--- config.mk ---
export PLATFORM = sky130hd
export DESIGN_NAME = ecc_stat_agg
export DESIGN_NICKNAME = d
export VERILOG_FILES = /design/src/rtl/ecc_agg_pkg.sv /design/src/rtl/ecc_strength_sel.sv /design/src/rtl/ecc_field_eval.sv /design/src/rtl/ecc_page_acc.sv /design/src/rtl/ecc_stat_agg.sv
export SDC_FILE = /design/constraint.sdc
export NUM_CORES = 1
export LEC_CHECK = 0
export CORE_ASPECT_RATIO = 0.8
export CORE_MARGIN = 10
export CORE_UTILIZATION = 55
export DETAILED_ROUTE_END_ITERATION = 6
export DONT_BUFFER_PORTS = 1
export GPL_TIMING_DRIVEN = 0
export PLACE_DENSITY = 0.7
export SETUP_SLACK_MARGIN = 0.4
export SYNTH_ARGS = -nofsm -noshare
export SYNTH_HDL_FRONTEND = slang
export SYNTH_SLANG_ARGS = --single-unit
--- constraint.sdc ---
create_clock -name clk_i -period 4.9 [get_ports clk_i]
set_clock_uncertainty 0.15 [all_clocks]
set_input_delay 0.49 -clock clk_i [delete_from_list [all_inputs] [get_ports clk_i]]
set_output_delay 0.49 -clock clk_i [all_outputs]
set_load 0.03 [all_outputs]
--- src/rtl/ecc_agg_pkg.sv ---
package ecc_agg_pkg;
  localparam int FIELD_W = 4;

  typedef enum logic [1:0] {
    MODE_SYM4 = 2'd0,
    MODE_SYM8 = 2'd1,
    MODE_AUTO = 2'd2,
    MODE_BIT1 = 2'd3
  } ecc_mode_e;

  typedef enum logic [1:0] {
    PG_512  = 2'd0,
    PG_2K   = 2'd1,
    PG_4K   = 2'd2,
    PG_4K_A = 2'd3
  } page_sel_e;
endpackage

--- src/rtl/ecc_strength_sel.sv ---
module ecc_strength_sel
  import ecc_agg_pkg::*;
#(
  parameter int SPARE_W = 8,
  parameter int MIN_SP8 = 26
) (
  input  logic [1:0]         page_sel_i,
  input  logic [SPARE_W-1:0] spare_bytes_i,
  output logic               strength8_o
);
  logic [SPARE_W-1:0] per_512;

  // spare bytes per 512 data bytes
  always_comb begin
    unique case (page_sel_e'(page_sel_i))
      PG_512:  per_512 = spare_bytes_i;
      PG_2K:   per_512 = spare_bytes_i >> 2;
      default: per_512 = spare_bytes_i >> 3;
    endcase
  end

  assign strength8_o = (32'(per_512) >= MIN_SP8);
endmodule

--- src/rtl/ecc_field_eval.sv ---
module ecc_field_eval
  import ecc_agg_pkg::*;
#(
  parameter int LIM4 = 4,
  parameter int LIM8 = 8
) (
  input  ecc_mode_e          mode_i,
  input  logic [FIELD_W-1:0] cnt_i,
  output logic [FIELD_W-1:0] field_o,
  output logic [FIELD_W-1:0] add_o,
  output logic               uncorr_o
);
  logic [1:0] code_lo, code_hi;
  logic [FIELD_W-1:0] bit_add;

  assign code_lo = cnt_i[1:0];
  assign code_hi = cnt_i[3:2];
  assign bit_add = FIELD_W'(code_lo == 2'd1) + FIELD_W'(code_hi == 2'd1);

  always_comb begin
    field_o  = cnt_i;
    uncorr_o = 1'b0;
    unique case (mode_i)
      MODE_SYM4: begin
        field_o  = {1'b0, cnt_i[2:0]};
        uncorr_o = 32'(field_o) > LIM4;
      end
      MODE_BIT1: begin
        uncorr_o = (code_lo == 2'd2) || (code_hi == 2'd2);
      end
      default: begin
        uncorr_o = 32'(cnt_i) > LIM8;
      end
    endcase
    if (uncorr_o)                add_o = '0;
    else if (mode_i == MODE_BIT1) add_o = bit_add;
    else                          add_o = field_o;
  end
endmodule

--- src/rtl/ecc_page_acc.sv ---
module ecc_page_acc
  import ecc_agg_pkg::*;
#(
  parameter int MAX_SUB = 8,
  parameter int TOT_W   = 7,
  localparam int IDX_W  = $clog2(MAX_SUB) + 1
) (
  input  logic                       clk_i,
  input  logic                       rst_ni,
  input  logic                       start_i,
  input  logic                       done_i,
  input  logic                       rep_valid_i,
  input  logic [IDX_W-1:0]           num_sub_i,
  input  logic [FIELD_W-1:0]         field_i,
  input  logic [FIELD_W-1:0]         add_i,
  input  logic                       uncorr_i,
  output logic [MAX_SUB*FIELD_W-1:0] status_o,
  output logic [TOT_W-1:0]           total_o,
  output logic                       uncorr_o,
  output logic                       valid_o
);
  logic [IDX_W-1:0] idx_q;
  logic [TOT_W-1:0] tot_q;
  logic             unc_q, done_q;
  logic             take;

  // a start always opens slot 0, so the report riding with it is taken
  assign take = rep_valid_i && (start_i || (!done_q && (idx_q < num_sub_i)));

  for (genvar k = 0; k < MAX_SUB; k++) begin : g_slot
    logic [FIELD_W-1:0] slot_q;
    always_ff @(posedge clk_i or negedge rst_ni) begin
      if (!rst_ni)                                  slot_q <= '0;
      else if (start_i)                             slot_q <= (take && k == 0) ? field_i : '0;
      else if (take && idx_q == IDX_W'(k))          slot_q <= field_i;
    end
    assign status_o[k*FIELD_W +: FIELD_W] = slot_q;
  end

  always_ff @(posedge clk_i or negedge rst_ni) begin
    if (!rst_ni) begin
      idx_q  <= '0;
      tot_q  <= '0;
      unc_q  <= 1'b0;
      done_q <= 1'b0;
    end else if (start_i) begin
      idx_q  <= take ? IDX_W'(1) : '0;
      tot_q  <= take ? TOT_W'(add_i) : '0;
      unc_q  <= take && uncorr_i;
      done_q <= 1'b0;
    end else begin
      if (take) begin
        idx_q <= idx_q + 1'b1;
        tot_q <= tot_q + TOT_W'(add_i);
        unc_q <= unc_q | uncorr_i;
      end
      if (done_i) done_q <= 1'b1;
    end
  end

  assign total_o  = tot_q;
  assign uncorr_o = unc_q;
  assign valid_o  = done_q;
endmodule

--- src/rtl/ecc_stat_agg.sv ---
module ecc_stat_agg
  import ecc_agg_pkg::*;
#(
  parameter int MAX_SUB = 8,
  parameter int SPARE_W = 8,
  parameter int MIN_SP8 = 26,
  parameter int LIM4    = 4,
  parameter int LIM8    = 8,
  localparam int STAT_W = MAX_SUB * FIELD_W,
  localparam int TOT_W  = $clog2(MAX_SUB * LIM8 + 1),
  localparam int IDX_W  = $clog2(MAX_SUB) + 1
) (
  input  logic               clk_i,
  input  logic               rst_ni,
  input  logic [1:0]         page_sel_i,
  input  logic [1:0]         mode_i,
  input  logic [SPARE_W-1:0] spare_bytes_i,
  input  logic               start_i,
  input  logic               done_i,
  input  logic               err_valid_i,
  input  logic [FIELD_W-1:0] err_cnt_i,
  output logic [STAT_W-1:0]  status_o,
  output logic [TOT_W-1:0]   total_o,
  output logic               uncorr_o,
  output logic               valid_o,
  output logic               strength8_o
);
  localparam int SUB_MID = (MAX_SUB >= 4) ? 4 : MAX_SUB;

  logic [IDX_W-1:0]   num_sub;
  ecc_mode_e          eff_mode;
  logic [FIELD_W-1:0] field, add;
  logic               rep_unc;

  always_comb begin
    unique case (page_sel_e'(page_sel_i))
      PG_512:  num_sub = IDX_W'(1);
      PG_2K:   num_sub = IDX_W'(SUB_MID);
      default: num_sub = IDX_W'(MAX_SUB);
    endcase
  end

  always_comb begin
    eff_mode = ecc_mode_e'(mode_i);
    if (eff_mode == MODE_AUTO) eff_mode = strength8_o ? MODE_SYM8 : MODE_SYM4;
  end

  ecc_strength_sel #(.SPARE_W(SPARE_W), .MIN_SP8(MIN_SP8)) i_sel (
    .page_sel_i   (page_sel_i),
    .spare_bytes_i(spare_bytes_i),
    .strength8_o  (strength8_o)
  );

  ecc_field_eval #(.LIM4(LIM4), .LIM8(LIM8)) i_eval (
    .mode_i  (eff_mode),
    .cnt_i   (err_cnt_i),
    .field_o (field),
    .add_o   (add),
    .uncorr_o(rep_unc)
  );

  ecc_page_acc #(.MAX_SUB(MAX_SUB), .TOT_W(TOT_W)) i_acc (
    .clk_i      (clk_i),
    .rst_ni     (rst_ni),
    .start_i    (start_i),
    .done_i     (done_i),
    .rep_valid_i(err_valid_i),
    .num_sub_i  (num_sub),
    .field_i    (field),
    .add_i      (add),
    .uncorr_i   (rep_unc),
    .status_o   (status_o),
    .total_o    (total_o),
    .uncorr_o   (uncorr_o),
    .valid_o    (valid_o)
  );
endmodule

Word-level counts from Yosys, hierarchy flattened
Index checks and enable logic that the tools add are counted.
Storage, ports and cells
  register bits after elaboration: 45
  input bits: 21
  output and inout bits: 42
  logic and storage cells: 96
Operators by class
  add/sub/neg operators: 3
  order comparisons: 4
  eq/ne operators: 14
  multiplexer cells: 35
  bitwise operators: 1
  reduce and logical (&&, ||, !) cells: 27
Operator list (number)
  4-bit two-way mux: 23
  2-bit nonzero test: 10
  4-bit by 3-bit == test with 1-bit output (second input constant): 4
  8-bit one-hot mux with 2 select lines: 1
  7-bit two-way mux: 2
  1-bit logical AND: 11
  2-bit == test (second input constant): 4
  4-bit by 2-bit == test with 1-bit output (second input constant): 2
  8-bit by 5-bit >= comparator with 1-bit output (second input constant): 1
  4-bit one-hot mux with 2 select lines: 1
  7-bit by 4-bit adder with 7-bit output: 1
  2-bit by 1-bit == test with 1-bit output (second input constant): 3
  1-bit two-way mux: 6
  4-bit by 1-bit adder with 4-bit output (second input constant): 1
  4-bit by 1-bit == test with 1-bit output (second input constant): 1
  4-bit greater-than comparator (second input constant): 1
  2-bit zero test: 2
  4-bit zero test: 1
  4-bit less-than comparator: 1
  3-bit greater-than comparator (second input constant): 1
  1-bit by 1-bit adder with 2-bit output: 1
  1-bit logical OR: 2
  2-bit two-way mux: 1
  1-bit one-hot mux with 2 select lines: 1
  other kinds (2): 2

Depth between registers and ports, before layout
Gate-level depths: netlist of run 1.
  depth after elaboration: 12
  depth in mapped cells: 15
  depth with buffers taken out: 15

Modules after synthesis
Synthesis of run 1 repeated with hierarchy kept, for this count alone.
Unflattened totals
  cell total of the unflattened synthesis: 265
  area total of the unflattened synthesis: 2800.2 µm²
Modules (own cells, without submodules)
  ecc_page_acc: times used 1, cells each 222, area each 2492.4 µm², seq. area each 1126.1 µm²
  ecc_field_eval: times used 1, cells each 28, area each 215.2 µm², seq. area each 0.0 µm²
  ecc_strength_sel: times used 1, cells each 9, area each 61.3 µm², seq. area each 0.0 µm²
  ecc_stat_agg: times used 1, cells each 6, area each 31.3 µm², seq. area each 0.0 µm²

Least setup slack after synthesis of run 1
No wires, ideal clock.
  path kind: input to register
  from: input port page_sel_i[1]
  to: register i_acc.tot_q[6], in the netlist i_acc.total_o[6]
  library setup time: 0.132 ns
  data arrival time: 3.543 ns
  data required time: 4.618 ns
  slack: 1.075 ns
  cell stages on the path: 14
  path buffers: 0
  cell sequence: clkinv_1 o21ai_0 o32ai_1 o311ai_1 nor2_1 ha_1 inv_1 fa_1 nor2b_1 o21ai_0 nand2b_1 nand4_1 xor2_1 nor2_1
On the way
  cells in the longest elaborated chain, start to end: 12
RTL lines
  start: declaration: line ecc_stat_agg.sv:15  | input logic [1:0] page_sel_i,
  2-bit by 1-bit == test with 1-bit output or 2-bit zero test (tied branches): line ecc_strength_sel.sv:15  | unique case (page_sel_e'(page_sel_i))
  8-bit one-hot mux with 2 select lines (*): line ecc_strength_sel.sv:15
  8-bit by 5-bit >= comparator with 1-bit output (*): line ecc_strength_sel.sv:22  | assign strength8_o = (32'(per_512) >= MIN_SP8);
  net strength8_o: line ecc_stat_agg.sv:26  | output logic strength8_o
  1-bit two-way mux (*): line ecc_stat_agg.sv:45  | if (eff_mode == MODE_AUTO) eff_mode = strength8_o ? MODE_SYM8 : MODE_SYM4;
  2-bit two-way mux (*): line ecc_stat_agg.sv:45
  2-bit zero test: line ecc_field_eval.sv:23  | unique case (mode_i)
  4-bit two-way mux: line ecc_field_eval.sv:23
  4-bit two-way mux: line ecc_field_eval.sv:36  | else if (mode_i == MODE_BIT1) add_o = bit_add;
  4-bit two-way mux (*): line ecc_field_eval.sv:35  | if (uncorr_o) add_o = '0;
  7-bit by 4-bit adder with 7-bit output (*): line ecc_page_acc.sv:54  | tot_q <= tot_q + TOT_W'(add_i);
  7-bit two-way mux (*): line ecc_page_acc.sv:52  | if (take) begin
  7-bit two-way mux (*): line ecc_page_acc.sv:46  | end else if (start_i) begin
  end signal: assignment: line ecc_page_acc.sv:48  | tot_q <= take ? TOT_W'(add_i) : '0;
  end signal: assignment: line ecc_page_acc.sv:54
  end: declaration: line ecc_page_acc.sv:23  | logic [TOT_W-1:0] tot_q;
Mark *: on every way through the listed nets, which the timed path passes. The rest lies on a longest branch. The select of a mux whose other input is x is not followed.
A chain may end at the register's enable or synchronous reset.

Worst setup path in the final report of run 1
  from: input port spare_bytes_i[2]
  to: register i_acc.tot_q[3], in the netlist i_acc.total_o[3]
On the way
  cells in the longest elaborated chain, start to end: 11
RTL lines
  start: declaration: line ecc_stat_agg.sv:17  | input logic [SPARE_W-1:0] spare_bytes_i,
  8-bit one-hot mux with 2 select lines (*): line ecc_strength_sel.sv:15
  8-bit by 5-bit >= comparator with 1-bit output (*): line ecc_strength_sel.sv:22
  net strength8_o: line ecc_stat_agg.sv:26
  1-bit two-way mux (*): line ecc_stat_agg.sv:45
  2-bit two-way mux (*): line ecc_stat_agg.sv:45
  2-bit zero test: line ecc_field_eval.sv:23
  4-bit two-way mux: line ecc_field_eval.sv:23
  4-bit two-way mux: line ecc_field_eval.sv:36
  4-bit two-way mux (*): line ecc_field_eval.sv:35
  7-bit by 4-bit adder with 7-bit output: line ecc_page_acc.sv:54
  7-bit two-way mux: line ecc_page_acc.sv:52
  7-bit two-way mux (*): line ecc_page_acc.sv:46
Marked as above.

==> run_summary.xml, run 1 <==
<?xml version="1.0" encoding="UTF-8"?>
<metrics>
  <group name="clock_tree">
    <metric name="clock_latency" unit="ps">300</metric>
    <metric name="postCtsSetupBuffers" unit="">0</metric>
    <metric name="clockBufferDepth" unit="">2</metric>
    <metric name="cts_tree" unit="">done</metric>
    <metric name="cts_inserted_buffers" unit="">5</metric>
    <metric name="htree_levels" unit="">2</metric>
    <metric name="cts_resized" unit="">0</metric>
    <metric name="ctsRootBufferMaster" unit="">clkbuf_8</metric>
    <metric name="cts.reportedPaths.clkPinSlew" unit="ps">90</metric>
    <metric name="cts-hold-fix-buffers" unit="">2</metric>
    <metric name="cts_num_sinks" unit="">45</metric>
  </group>
  <group name="cells_and_area">
    <metric name="layout-area-overhead-vs-synth" unit="%">9.156</metric>
    <metric name="commonest_cells_after_routing_fill_and_taps_aside" unit="">nor2_1, dfrtp_1, mux2i_1</metric>
    <metric name="post-route-util" unit="%">63.12</metric>
    <metric name="layout.cells.most_common" unit="">nor2_1</metric>
    <metric name="layout.nets" unit="">282</metric>
    <metric name="n_antenna_cell" unit="">0</metric>
    <metric name="layout.cell_area.non_filler" unit="um^2">2670</metric>
    <metric name="post_route_cells_drive_above_1_share" unit="%">7.229</metric>
  </group>
  <group name="worst_setup_path">
    <metric name="cp_data_arrival_time" unit="ps">3690</metric>
    <metric name="ff2ff_setup_slack" unit="ps">2180</metric>
    <metric name="worstSetupStartpointType" unit="">input pin</metric>
    <metric name="critPathKind" unit="">in2reg</metric>
    <metric name="critical_path_required" unit="ps">4890</metric>
    <metric name="reg2reg_depth" unit="">8</metric>
    <metric name="timing.rr.end" unit="">i_acc.g_slot[3].slot_q[1]</metric>
    <metric name="setup.worst_path.end_class" unit="">flop</metric>
    <metric name="timing.rr.start" unit="">i_acc.idx_q[3]</metric>
    <metric name="crit_fanout" unit="">10</metric>
  </group>
  <group name="global_route">
    <metric name="grt_antenna_before_repair" unit="">0</metric>
    <metric name="via_count_of_the_first_global_routing_pass" unit="">1713</metric>
    <metric name="globalRouteOverflowTotal" unit="">0</metric>
    <metric name="grtUsageTotal" unit="%">15.44</metric>
    <metric name="global_route_wire_length_before_repair" unit="um">9121</metric>
    <metric name="grt_max_degree" unit="">46</metric>
  </group>
  <group name="power_and_ir_drop">
    <metric name="vdd.ir_drop.worst" unit="uV">224.5</metric>
    <metric name="power_per_cell_area" unit="nW/um^2">306.4</metric>
    <metric name="leakage" unit="nW">1.427</metric>
  </group>
  <group name="yosys">
    <metric name="yosysUniqueCellTypes" unit="">39</metric>
    <metric name="synth_largest_area_cell" unit="">dfrtp_1</metric>
    <metric name="synth.top_cell.area_share" unit="%">46.04</metric>
    <metric name="synth.avg_cell_area" unit="um^2">10.19</metric>
    <metric name="post_synth_edffs" unit="">0</metric>
    <metric name="postSynthRegisterBits" unit="">45</metric>
    <metric name="synth.top_cells.by_area" unit="">dfrtp_1, mux2i_1, nor2_1</metric>
    <metric name="synth_ff_type" unit="">dfrtp_1</metric>
    <metric name="synth_area" unit="um^2">2446</metric>
    <metric name="ys_async_sr_fraction" unit="%">100.0</metric>
    <metric name="yosysSeqAreaShare" unit="%">46.04</metric>
    <metric name="syn-num-nets" unit="">273</metric>
    <metric name="ys.warnings.count" unit="">0</metric>
    <metric name="synthesis.instances" unit="">240</metric>
  </group>
  <group name="timing">
    <metric name="totalNegativeSetupSlack" unit="ps">0</metric>
    <metric name="setup_viol" unit="">0</metric>
    <metric name="fin_ws" unit="ps">1200</metric>
    <metric name="maxSlewHeadroom" unit="%">15.63</metric>
    <metric name="worstMarginPinSlew" unit="ps">1246</metric>
    <metric name="drv_slew" unit="">0</metric>
    <metric name="hold_violations" unit="">0</metric>
    <metric name="fin_crit" unit="ps">3700</metric>
    <metric name="min_period_over_period" unit="%">75.50</metric>
    <metric name="unrepaired_setup_endpoints_after_global_routing" unit="">no</metric>
    <metric name="clock.fmax" unit="MHz">270.3</metric>
  </group>
  <group name="placement">
    <metric name="cell_area_after_placement" unit="um^2">2525</metric>
    <metric name="estimated_wirelength_of_the_detail_placed_design" unit="um">4283</metric>
    <metric name="pre_cts_ws" unit="ps">905.3</metric>
    <metric name="gpl.final_weighted_congestion" unit="">0.7876</metric>
    <metric name="io_buf_count" unit="">0</metric>
  </group>
  <group name="min_path">
    <metric name="timing.hold.worst.start" unit="">done_i</metric>
    <metric name="min_to" unit="">i_acc.valid_o</metric>
    <metric name="hold-path-cell-count" unit="">2</metric>
    <metric name="holdCritPathClass" unit="">in2reg</metric>
  </group>
  <group name="floorplan">
    <metric name="core_area" unit="um^2">4230</metric>
    <metric name="initial_cell_density_of_the_core" unit="%">57.82</metric>
    <metric name="die-area" unit="um^2">7532</metric>
    <metric name="fp.dieH" unit="um">79.65</metric>
    <metric name="die_x" unit="um">94.56</metric>
    <metric name="std_cell_rows" unit="">21</metric>
    <metric name="io-pin-count" unit="">63</metric>
  </group>
  <group name="drt">
    <metric name="detail_route.drc_violations" unit="">0</metric>
    <metric name="drt-pass1-iter-count" unit="">4</metric>
    <metric name="vias_after_detailed_routing" unit="">1758</metric>
    <metric name="routed_wl" unit="um">5859</metric>
    <metric name="drtIter0Drc" unit="">79</metric>
    <metric name="remaining_antenna_violation_count" unit="">0</metric>
    <metric name="avgViaCountPerCell" unit="">5.745</metric>
    <metric name="routed_wire_length_per_instance" unit="um">19.15</metric>
  </group>
  <group name="job">
    <metric name="max_cap_viols" unit="">0</metric>
  </group>
  <group name="outcome">
    <metric name="status" unit="">complete, no violations</metric>
  </group>
</metrics>
==> flip-flops by register name (all words and copies together), names as in the netlist <==
signal / count
i_acc.g_slot.slot_q: 32
i_acc.total_o: 7
i_acc.idx_q: 4
i_acc.uncorr_o: 1
i_acc.valid_o: 1
==> how the worst max path moves through the flow <==
stage                startpoint                to  slack (ps)  depth (start not counted)
4_1_cts        spare_bytes_i[2]  i_acc.total_o[3]        1230                         12
6_report       spare_bytes_i[2]  i_acc.total_o[3]        1200                         12
5_1_grt        spare_bytes_i[2]  i_acc.total_o[3]         920                         12
3_5_place_dp   spare_bytes_i[2]  i_acc.total_o[5]         910                         12
3_3_place_gp      page_sel_i[1]  i_acc.total_o[6]         510                         14
2_1_floorplan     page_sel_i[1]  i_acc.total_o[6]        1070                         14
==> cell usage after synthesis, types with 2 or more instances <==
cell type,n
a21oi_1,7
a22o_1,2
buf_2,4
clkbuf_1,9
dfrtp_1,45
ha_1,11
inv_1,9
mux2i_1,36
nand2_1,9
nand2b_1,2
nand4_1,2
nand4b_1,4
nor2_1,52
nor2b_1,5
nor3_1,3
o21a_1,2
o21ai_0,3
o21ai_2,2
o32ai_1,6
or4b_1,3
xor2_1,6
==> stage by stage <==
step           cells  hold slack, ps  power, mW
6_report         306           172.5     0.8182
5_1_grt          306           187.6     0.8541
4_1_cts          306           172.1     0.8248
3_3_place_gp     297           46.28     0.5343
3_5_place_dp     297           46.24     0.5395
2_1_floorplan    240           44.41     0.5104
==> layer usage <==
metal	vias to the layer above	part of all wire, %	GRT usage, %
met4	0	1.4	5.075
met5	-	0	0
li1	853	-	-
met2	65	45	22.74
met3	9	12	7.049
met1	831	42	19.64
==> worst max-delay path: stages <==
cell and delay, ps:
o211a_1 200, nor4_1 250, o32ai_2 290, o311ai_1 1110
nor2_1 120, ha_1 310, a21o_1 180, a21oi_1 220
xor2_1 200, nor2_1 60, a21oi_1 150, o32ai_1 100
==> logic make-up (layout without fill, tap and decap cells) <==
logic type | Yosys count | after routing | share of synthesized area, %
DFF | 45 | 45 | 46.04
muxes | 36 | 36 | 14.73
AOI/OAI and AO/OA | 32 | 32 | 10.18
buffers and inverters | 24 | 33 | 3.887
xor gates and xnor gates | 6 | 6 | 2.148
and+or+nand+nor | 85 | 85 | 16.57
adders and majority gates | 12 | 12 | 6.445
==> power breakdown <==
group / switching [mW] / internal [mW] / leakage (nW)
Sequential: 0.0397 / 0.385 / 0.616
Combinational: 0.0719 / 0.0456 / 0.756
Clock: 0.125 / 0.151 / 0.0546
==> area by class of cell <==
cell class                      instances  area, um^2
Multi-Input combinational cell        171        1232
Tap cell                               57       71.32
Inverter                               10       37.54
Clock buffer                            5       68.82
Buffer                                 14       57.56
Sequential cell                        45        1126
Clock inverter                          2       38.79
Fill cell                             373        1560
Timing Repair Buffer                    2       37.54
Power figures use the tool's default switching activity.
==> run 2, diff against run 1 <==
==> constraint.sdc (replaced) <==
create_clock -name clk_i -period 3.75 [get_ports clk_i]
set_clock_uncertainty 0.15 [all_clocks]
set_input_delay 0.375 -clock clk_i [delete_from_list [all_inputs] [get_ports clk_i]]
set_output_delay 0.375 -clock clk_i [all_outputs]
set_load 0.03 [all_outputs]
==> run 2 against run 1 <==
Wire length up 1.5%. Sequential power is 31% higher. Hold slack lost 120 ps. Cell count grew 1.6%. Flip-flop and latch count stayed put. Power increased by 35%. Register-to-register slack worse by 1100 ps. Clock power increased by 38%. Critical endpoint is now i_acc.total_o[6]. Largest power group unchanged.
==> run_summary.xml, run 2 (synthesis results as in run 1) <==
<?xml version="1.0" encoding="UTF-8"?>
<metrics>
  <group name="power_and_ir_drop">
    <metric name="post_route_total_power" unit="mW">1.103</metric>
    <metric name="vdd.ir_drop.worst" unit="uV">269.1</metric>
    <metric name="power_per_cell_area" unit="nW/um^2">400.9</metric>
    <metric name="leakage" unit="nW">1.461</metric>
  </group>
  <group name="timing">
    <metric name="final.hold.worst_slack" unit="ps">56.31</metric>
    <metric name="fin_crit" unit="ps">3117</metric>
    <metric name="setup_viol" unit="">0</metric>
    <metric name="min_period_over_period" unit="%">83.12</metric>
    <metric name="worstMarginPinSlew" unit="ps">624.6</metric>
    <metric name="clock.fmax" unit="MHz">320.8</metric>
    <metric name="totalNegativeSetupSlack" unit="ps">0</metric>
    <metric name="hold_violations" unit="">0</metric>
    <metric name="fin_ws" unit="ps">633.0</metric>
    <metric name="drv_slew" unit="">0</metric>
    <metric name="unrepaired_setup_endpoints_after_global_routing" unit="">no</metric>
    <metric name="maxSlewHeadroom" unit="%">58.36</metric>
  </group>
  <group name="worst_setup_path">
    <metric name="cp_slowest_cell" unit="">fa_1</metric>
    <metric name="cp-startpoint" unit="">spare_bytes_i[2]</metric>
    <metric name="worstSetupStartpointType" unit="">input pin</metric>
    <metric name="crit_path_frequent_cell" unit="">nor2_1</metric>
    <metric name="crit_fanout" unit="">8</metric>
    <metric name="critical_path_required" unit="ps">3770</metric>
    <metric name="setup.worst_path.end_class" unit="">flop</metric>
    <metric name="critPathKind" unit="">in2reg</metric>
    <metric name="timing.rr.start" unit="">i_acc.idx_q[3]</metric>
    <metric name="crit_chain" unit="">o211a_1, nor4_2, o32ai_4, a221oi_2, o311ai_4, nor2_1, ha_1, inv_1, fa_1, nor2b_1, o21ai_0, nand2b_1, nand4_1, xor2_1, nor2_1</metric>
    <metric name="cpLargestDelayFamily" unit="">compound AO/OA/AOI/OAI gates</metric>
    <metric name="cp_data_arrival_time" unit="ps">3130</metric>
    <metric name="timing.critical_path.slowest_cell_delay" unit="ps">370</metric>
    <metric name="wp_buf_inv" unit="">1</metric>
  </group>
  <group name="floorplan">
    <metric name="std_cell_rows" unit="">21</metric>
    <metric name="core_area" unit="um^2">4230</metric>
    <metric name="fp.dieH" unit="um">79.65</metric>
    <metric name="io-pin-count" unit="">63</metric>
    <metric name="die-area" unit="um^2">7532</metric>
    <metric name="initial_cell_density_of_the_core" unit="%">57.82</metric>
    <metric name="die_x" unit="um">94.56</metric>
  </group>
  <group name="global_route">
    <metric name="globalRouteOverflowTotal" unit="">0</metric>
    <metric name="global_route_wire_length_before_repair" unit="um">9397</metric>
    <metric name="via_count_of_the_first_global_routing_pass" unit="">1775</metric>
    <metric name="grt_antenna_before_repair" unit="">0</metric>
    <metric name="grtUsageTotal" unit="%">15.81</metric>
    <metric name="grt_max_degree" unit="">46</metric>
  </group>
  <group name="drt">
    <metric name="routed_wire_length_per_instance" unit="um">19.12</metric>
    <metric name="remaining_antenna_violation_count" unit="">0</metric>
    <metric name="detail_route.drc_violations" unit="">0</metric>
    <metric name="drtIter0Drc" unit="">87</metric>
    <metric name="drt-pass1-iter-count" unit="">4</metric>
    <metric name="avgViaCountPerCell" unit="">5.833</metric>
    <metric name="vias_after_detailed_routing" unit="">1814</metric>
    <metric name="routed_wl" unit="um">5947</metric>
  </group>
  <group name="cells_and_area">
    <metric name="layout.nets" unit="">286</metric>
    <metric name="commonest_cells_after_routing_fill_and_taps_aside" unit="">nor2_1, dfrtp_1, mux2i_1</metric>
    <metric name="post_route_cells_drive_above_1_share" unit="%">10.24</metric>
    <metric name="n_antenna_cell" unit="">0</metric>
    <metric name="filler_free_cell_count_of_the_finished_design" unit="">311</metric>
    <metric name="regArea" unit="um^2">1126</metric>
    <metric name="filler_cell_count" unit="">354</metric>
    <metric name="post-route-util" unit="%">65.07</metric>
    <metric name="multi_input_comb_area" unit="um^2">1274</metric>
    <metric name="layout-area-overhead-vs-synth" unit="%">12.53</metric>
    <metric name="flip_flop_count_of_the_largest_register_after_layout" unit="">32</metric>
    <metric name="layout.cells.most_common" unit="">nor2_1</metric>
    <metric name="layout.cell_area.non_filler" unit="um^2">2753</metric>
    <metric name="register_name_with_the_most_flops" unit="">i_acc.g_slot.slot_q</metric>
  </group>
  <group name="placement">
    <metric name="cell_area_after_placement" unit="um^2">2525</metric>
    <metric name="place.detailed.instances" unit="">297</metric>
    <metric name="gpl.final_weighted_congestion" unit="">0.8179</metric>
    <metric name="estimated_wirelength_of_the_detail_placed_design" unit="um">4202</metric>
    <metric name="pre_cts_ws" unit="ps">-64.55</metric>
    <metric name="io_buf_count" unit="">0</metric>
  </group>
  <group name="clock_tree">
    <metric name="cts.reportedPaths.clkPinSlew" unit="ps">90</metric>
    <metric name="cts_inserted_buffers" unit="">5</metric>
    <metric name="clock_latency" unit="ps">300</metric>
    <metric name="clockBufferDepth" unit="">2</metric>
    <metric name="ctsRootBufferMaster" unit="">clkbuf_8</metric>
    <metric name="htree_levels" unit="">2</metric>
    <metric name="cts_num_sinks" unit="">45</metric>
    <metric name="cts_tree" unit="">done</metric>
  </group>
  <group name="min_path">
    <metric name="holdCritPathClass" unit="">in2reg</metric>
    <metric name="timing.hold.worst.start" unit="">done_i</metric>
  </group>
  <group name="outcome">
    <metric name="status" unit="">complete, no violations</metric>
  </group>
  <group name="job">
    <metric name="max_cap_viols" unit="">0</metric>
  </group>
</metrics>
## run 2: metal layers
| metal | global-route usage (%) | wire (um) | vias up |
|---|---|---|---|
| li1 | - | - | 862 |
| met1 | 20.75 | 2384 | 873 |
| met2 | 23.08 | 2711 | 71 |
| met3 | 7.425 | 793 | 8 |
| met4 | 3.582 | 58 | 0 |
| met5 | 0 | 0 | - |
## run 2: final cells by class
class                      count  area share, %
multi-input combinational    171          46.27
timing repair buffer           6          2.455
clock inverter                 3          1.818
buffer                        14          2.091
sequential                    45          40.91
tap                           57          2.591
inverter                      10          1.364
clock buffer                   5          2.500
## run 2: final timing paths
check	to	slack (ps)	cells after the start
min in group asynchronous	i_acc.total_o[4]	440	2
max reg2reg	i_acc.g_slot[1].slot_q[3]	1040	8
min	i_acc.valid_o	60	2
min reg2reg	i_acc.idx_q[1]	520	2
max in group asynchronous	i_acc.idx_q[0]	2800	2
max	i_acc.total_o[6]	630	15
## run 2: power breakdown
group / switching [mW] / leakage, nW / internal, mW
clock network: 0.176 / 0.0603 / 0.204
logic: 0.0993 / 0.785 / 0.0695
registers: 0.0522 / 0.616 / 0.503
total: 0.327 / 1.46 / 0.776
## run 2: what timing repair did
action                                  4_1_cts  5_1_grt
hold endpoints to repair                     45        0
resized for setup                             1        4
endpoints found under the setup margin        4        4
pin swaps                                     0        3
hold buffers                                  2        0
setup buffers                                 0        4
==> run 3, diff against run 2 <==
==> constraint.sdc (replaced) <==
create_clock -name clk_i -period 3 [get_ports clk_i]
set_clock_uncertainty 0.15 [all_clocks]
set_input_delay 0.3 -clock clk_i [delete_from_list [all_inputs] [get_ports clk_i]]
set_output_delay 0.3 -clock clk_i [all_outputs]
set_load 0.03 [all_outputs]
==> run 3 against run 2 <==
Non-clock buffer count up 11. Wire length up 0.15%. Flip-flop and latch count unchanged. Cell count up 3.5%. Hold slack worse by 3.2 ps. Core utilization up 3.6 points. Final area up 5.5%. Die area unchanged. Sequential share of layout area down 2.1 points. Via count up 2.4%. Largest cell class unchanged.
==> run_summary.xml, run 3 (synthesis results as in run 1) <==
<?xml version="1.0" encoding="UTF-8"?>
<metrics>
  <group name="outcome">
    <metric name="status" unit="">complete, no violations</metric>
  </group>
  <group name="global_route">
    <metric name="global_route_wire_length_before_repair" unit="um">9480</metric>
    <metric name="grt_antenna_before_repair" unit="">0</metric>
    <metric name="via_count_of_the_first_global_routing_pass" unit="">1863</metric>
    <metric name="globalRouteOverflowTotal" unit="">0</metric>
    <metric name="grt_max_degree" unit="">46</metric>
    <metric name="grtUsageTotal" unit="%">15.78</metric>
  </group>
  <group name="placement">
    <metric name="gpl.final_weighted_congestion" unit="">0.8020</metric>
    <metric name="place.detailed.instances" unit="">297</metric>
    <metric name="estimated_wirelength_of_the_detail_placed_design" unit="um">4252</metric>
    <metric name="pre_cts_ws" unit="ps">-254.7</metric>
    <metric name="io_buf_count" unit="">0</metric>
    <metric name="cell_area_after_placement" unit="um^2">2584</metric>
  </group>
  <group name="job">
    <metric name="max_cap_viols" unit="">0</metric>
  </group>
  <group name="floorplan">
    <metric name="fp.dieH" unit="um">79.65</metric>
    <metric name="die-area" unit="um^2">7532</metric>
    <metric name="die_x" unit="um">94.56</metric>
    <metric name="core_area" unit="um^2">4230</metric>
    <metric name="std_cell_rows" unit="">21</metric>
    <metric name="initial_cell_density_of_the_core" unit="%">57.82</metric>
    <metric name="io-pin-count" unit="">63</metric>
  </group>
  <group name="worst_setup_path">
    <metric name="timing.rr.start" unit="">i_acc.idx_q[3]</metric>
    <metric name="ff2ff_setup_slack" unit="ps">260</metric>
    <metric name="setup.worst_path.end_class" unit="">flop</metric>
    <metric name="critical_path_required" unit="ps">3050</metric>
    <metric name="timing.rr.end" unit="">i_acc.g_slot[2].slot_q[1]</metric>
    <metric name="crit_path_frequent_cell" unit="">buf_4</metric>
    <metric name="crit_chain" unit="">o211a_4, nor4_4, o32ai_4, a221oi_2, o311ai_4, buf_4, buf_4, nor2_2, ha_1, nor2b_4, buf_4, buf_6, buf_6, nor3_4, a21oi_2, o32ai_1</metric>
    <metric name="timing.critical_path.slowest_cell_delay" unit="ps">350</metric>
    <metric name="crit_fanout" unit="">6</metric>
    <metric name="cp_slowest_cell" unit="">a221oi_2</metric>
    <metric name="critPathKind" unit="">in2reg</metric>
    <metric name="worstSetupStartpointType" unit="">input pin</metric>
    <metric name="cp_data_arrival_time" unit="ps">2910</metric>
    <metric name="cp-startpoint" unit="">spare_bytes_i[2]</metric>
    <metric name="reg2reg_depth" unit="">8</metric>
  </group>
  <group name="cells_and_area">
    <metric name="flip_flop_count_of_the_largest_register_after_layout" unit="">32</metric>
    <metric name="register_name_with_the_most_flops" unit="">i_acc.g_slot.slot_q</metric>
    <metric name="post_route_cells_drive_above_1_share" unit="%">19.62</metric>
    <metric name="filler_free_cell_count_of_the_finished_design" unit="">322</metric>
    <metric name="filler_cell_count" unit="">329</metric>
    <metric name="layout.cells.most_common" unit="">nor2_1</metric>
    <metric name="commonest_cells_after_routing_fill_and_taps_aside" unit="">nor2_1, dfrtp_1, mux2i_1</metric>
    <metric name="n_antenna_cell" unit="">0</metric>
    <metric name="multi_input_comb_area" unit="um^2">1350</metric>
    <metric name="layout-area-overhead-vs-synth" unit="%">18.72</metric>
    <metric name="layout.cell_area.non_filler" unit="um^2">2904</metric>
    <metric name="regArea" unit="um^2">1126</metric>
    <metric name="layout.nets" unit="">297</metric>
  </group>
  <group name="power_and_ir_drop">
    <metric name="vdd.ir_drop.worst" unit="uV">300.2</metric>
    <metric name="post_route_total_power" unit="mW">1.317</metric>
    <metric name="leakage" unit="nW">1.507</metric>
    <metric name="power_per_cell_area" unit="nW/um^2">453.4</metric>
  </group>
  <group name="min_path">
    <metric name="holdCritPathClass" unit="">in2reg</metric>
    <metric name="hold-path-cell-count" unit="">2</metric>
    <metric name="min_to" unit="">i_acc.g_slot[0].slot_q[3]</metric>
    <metric name="timing.hold.worst.start" unit="">err_valid_i</metric>
  </group>
  <group name="timing">
    <metric name="fin_ws" unit="ps">140.2</metric>
    <metric name="drv_slew" unit="">0</metric>
    <metric name="min_period_over_period" unit="%">95.33</metric>
    <metric name="setup_viol" unit="">0</metric>
    <metric name="worstMarginPinSlew" unit="ps">637.8</metric>
    <metric name="unrepaired_setup_endpoints_after_global_routing" unit="">yes</metric>
    <metric name="clock.fmax" unit="MHz">349.7</metric>
    <metric name="fin_crit" unit="ps">2860</metric>
    <metric name="final.hold.worst_slack" unit="ps">53.08</metric>
    <metric name="maxSlewHeadroom" unit="%">57.48</metric>
    <metric name="hold_violations" unit="">0</metric>
  </group>
  <group name="clock_tree">
    <metric name="cts_num_sinks" unit="">45</metric>
    <metric name="cts_inserted_buffers" unit="">5</metric>
    <metric name="ctsRootBufferMaster" unit="">clkbuf_8</metric>
    <metric name="clock_latency" unit="ps">290</metric>
    <metric name="htree_levels" unit="">2</metric>
    <metric name="cts_tree" unit="">done</metric>
    <metric name="cts.reportedPaths.clkPinSlew" unit="ps">80</metric>
    <metric name="clockBufferDepth" unit="">2</metric>
  </group>
  <group name="drt">
    <metric name="remaining_antenna_violation_count" unit="">0</metric>
    <metric name="vias_after_detailed_routing" unit="">1857</metric>
    <metric name="drtIter0Drc" unit="">86</metric>
    <metric name="avgViaCountPerCell" unit="">5.767</metric>
    <metric name="drt-pass1-iter-count" unit="">4</metric>
    <metric name="detail_route.drc_violations" unit="">0</metric>
    <metric name="routed_wire_length_per_instance" unit="um">18.50</metric>
    <metric name="routed_wl" unit="um">5956</metric>
  </group>
</metrics>
[run 3: power breakdown]
part | switching (mW) | internal (mW) | leakage [nW] | total, mW
Clock | 0.199 | 0.187 | 0.0512 | 0.386
Combinational | 0.134 | 0.104 | 0.840 | 0.238
Sequential | 0.0651 | 0.628 | 0.616 | 0.693
Total | 0.398 | 0.919 | 1.51 | 1.32
[run 3: layout make-up]
cell class                      count  area share (%)
Multi-Input combinational cell    171           46.49
Clock inverter                      2          0.4739
Buffer                             14           2.025
Clock buffer                        6           2.844
Sequential cell                    45           38.78
Inverter                           10           1.422
Tap cell                           57           2.456
Timing Repair Buffer               17           5.515
[run 3: metal layers]
metal	track usage [%]	vias to the layer above	routed length, um
li1	-	882	-
met1	19.90	909	2524
met2	23.84	59	2700
met3	7.707	7	682
met4	3.582	0	48
met5	0	-	0
[run 3: how the worst max path moves through the flow]
stage | endpoint | slack [ps] | cells past startpoint
floorplan | i_acc.total_o[6] | 30 | 15
global placement | i_acc.total_o[6] | -240 | 15
detailed placement | i_acc.total_o[6] | -250 | 15
CTS | i_acc.total_o[6] | 150 | 15
global route | i_acc.total_o[2] | 20 | 16
finish | i_acc.total_o[2] | 140 | 16
[run 3: worst max-delay path: cells and delay by family]
family | cells | cell delay (ps)
buf+inv | 5 | 640
fa+ha+maj | 1 | 260
compound gates | 6 | 1170
simple gates | 4 | 540
[run 3: through the flow]
step	util, %	TNS (ps)
after global placement	61.08	-384.8
final	68.65	0
after CTS	66.67	0
after floorplan	-	0
after detailed placement	61.08	-668.6
after global routing	68.65	0
[run 3: repair_timing]
item / CTS / global route
hold buffers: 3 / 0
setup buffers: 9 / 5
setup endpoints to repair: 21 / 38
hold endpoints to repair: 46 / 0
pin swaps: 5 / 12
resized for setup: 6 / 13
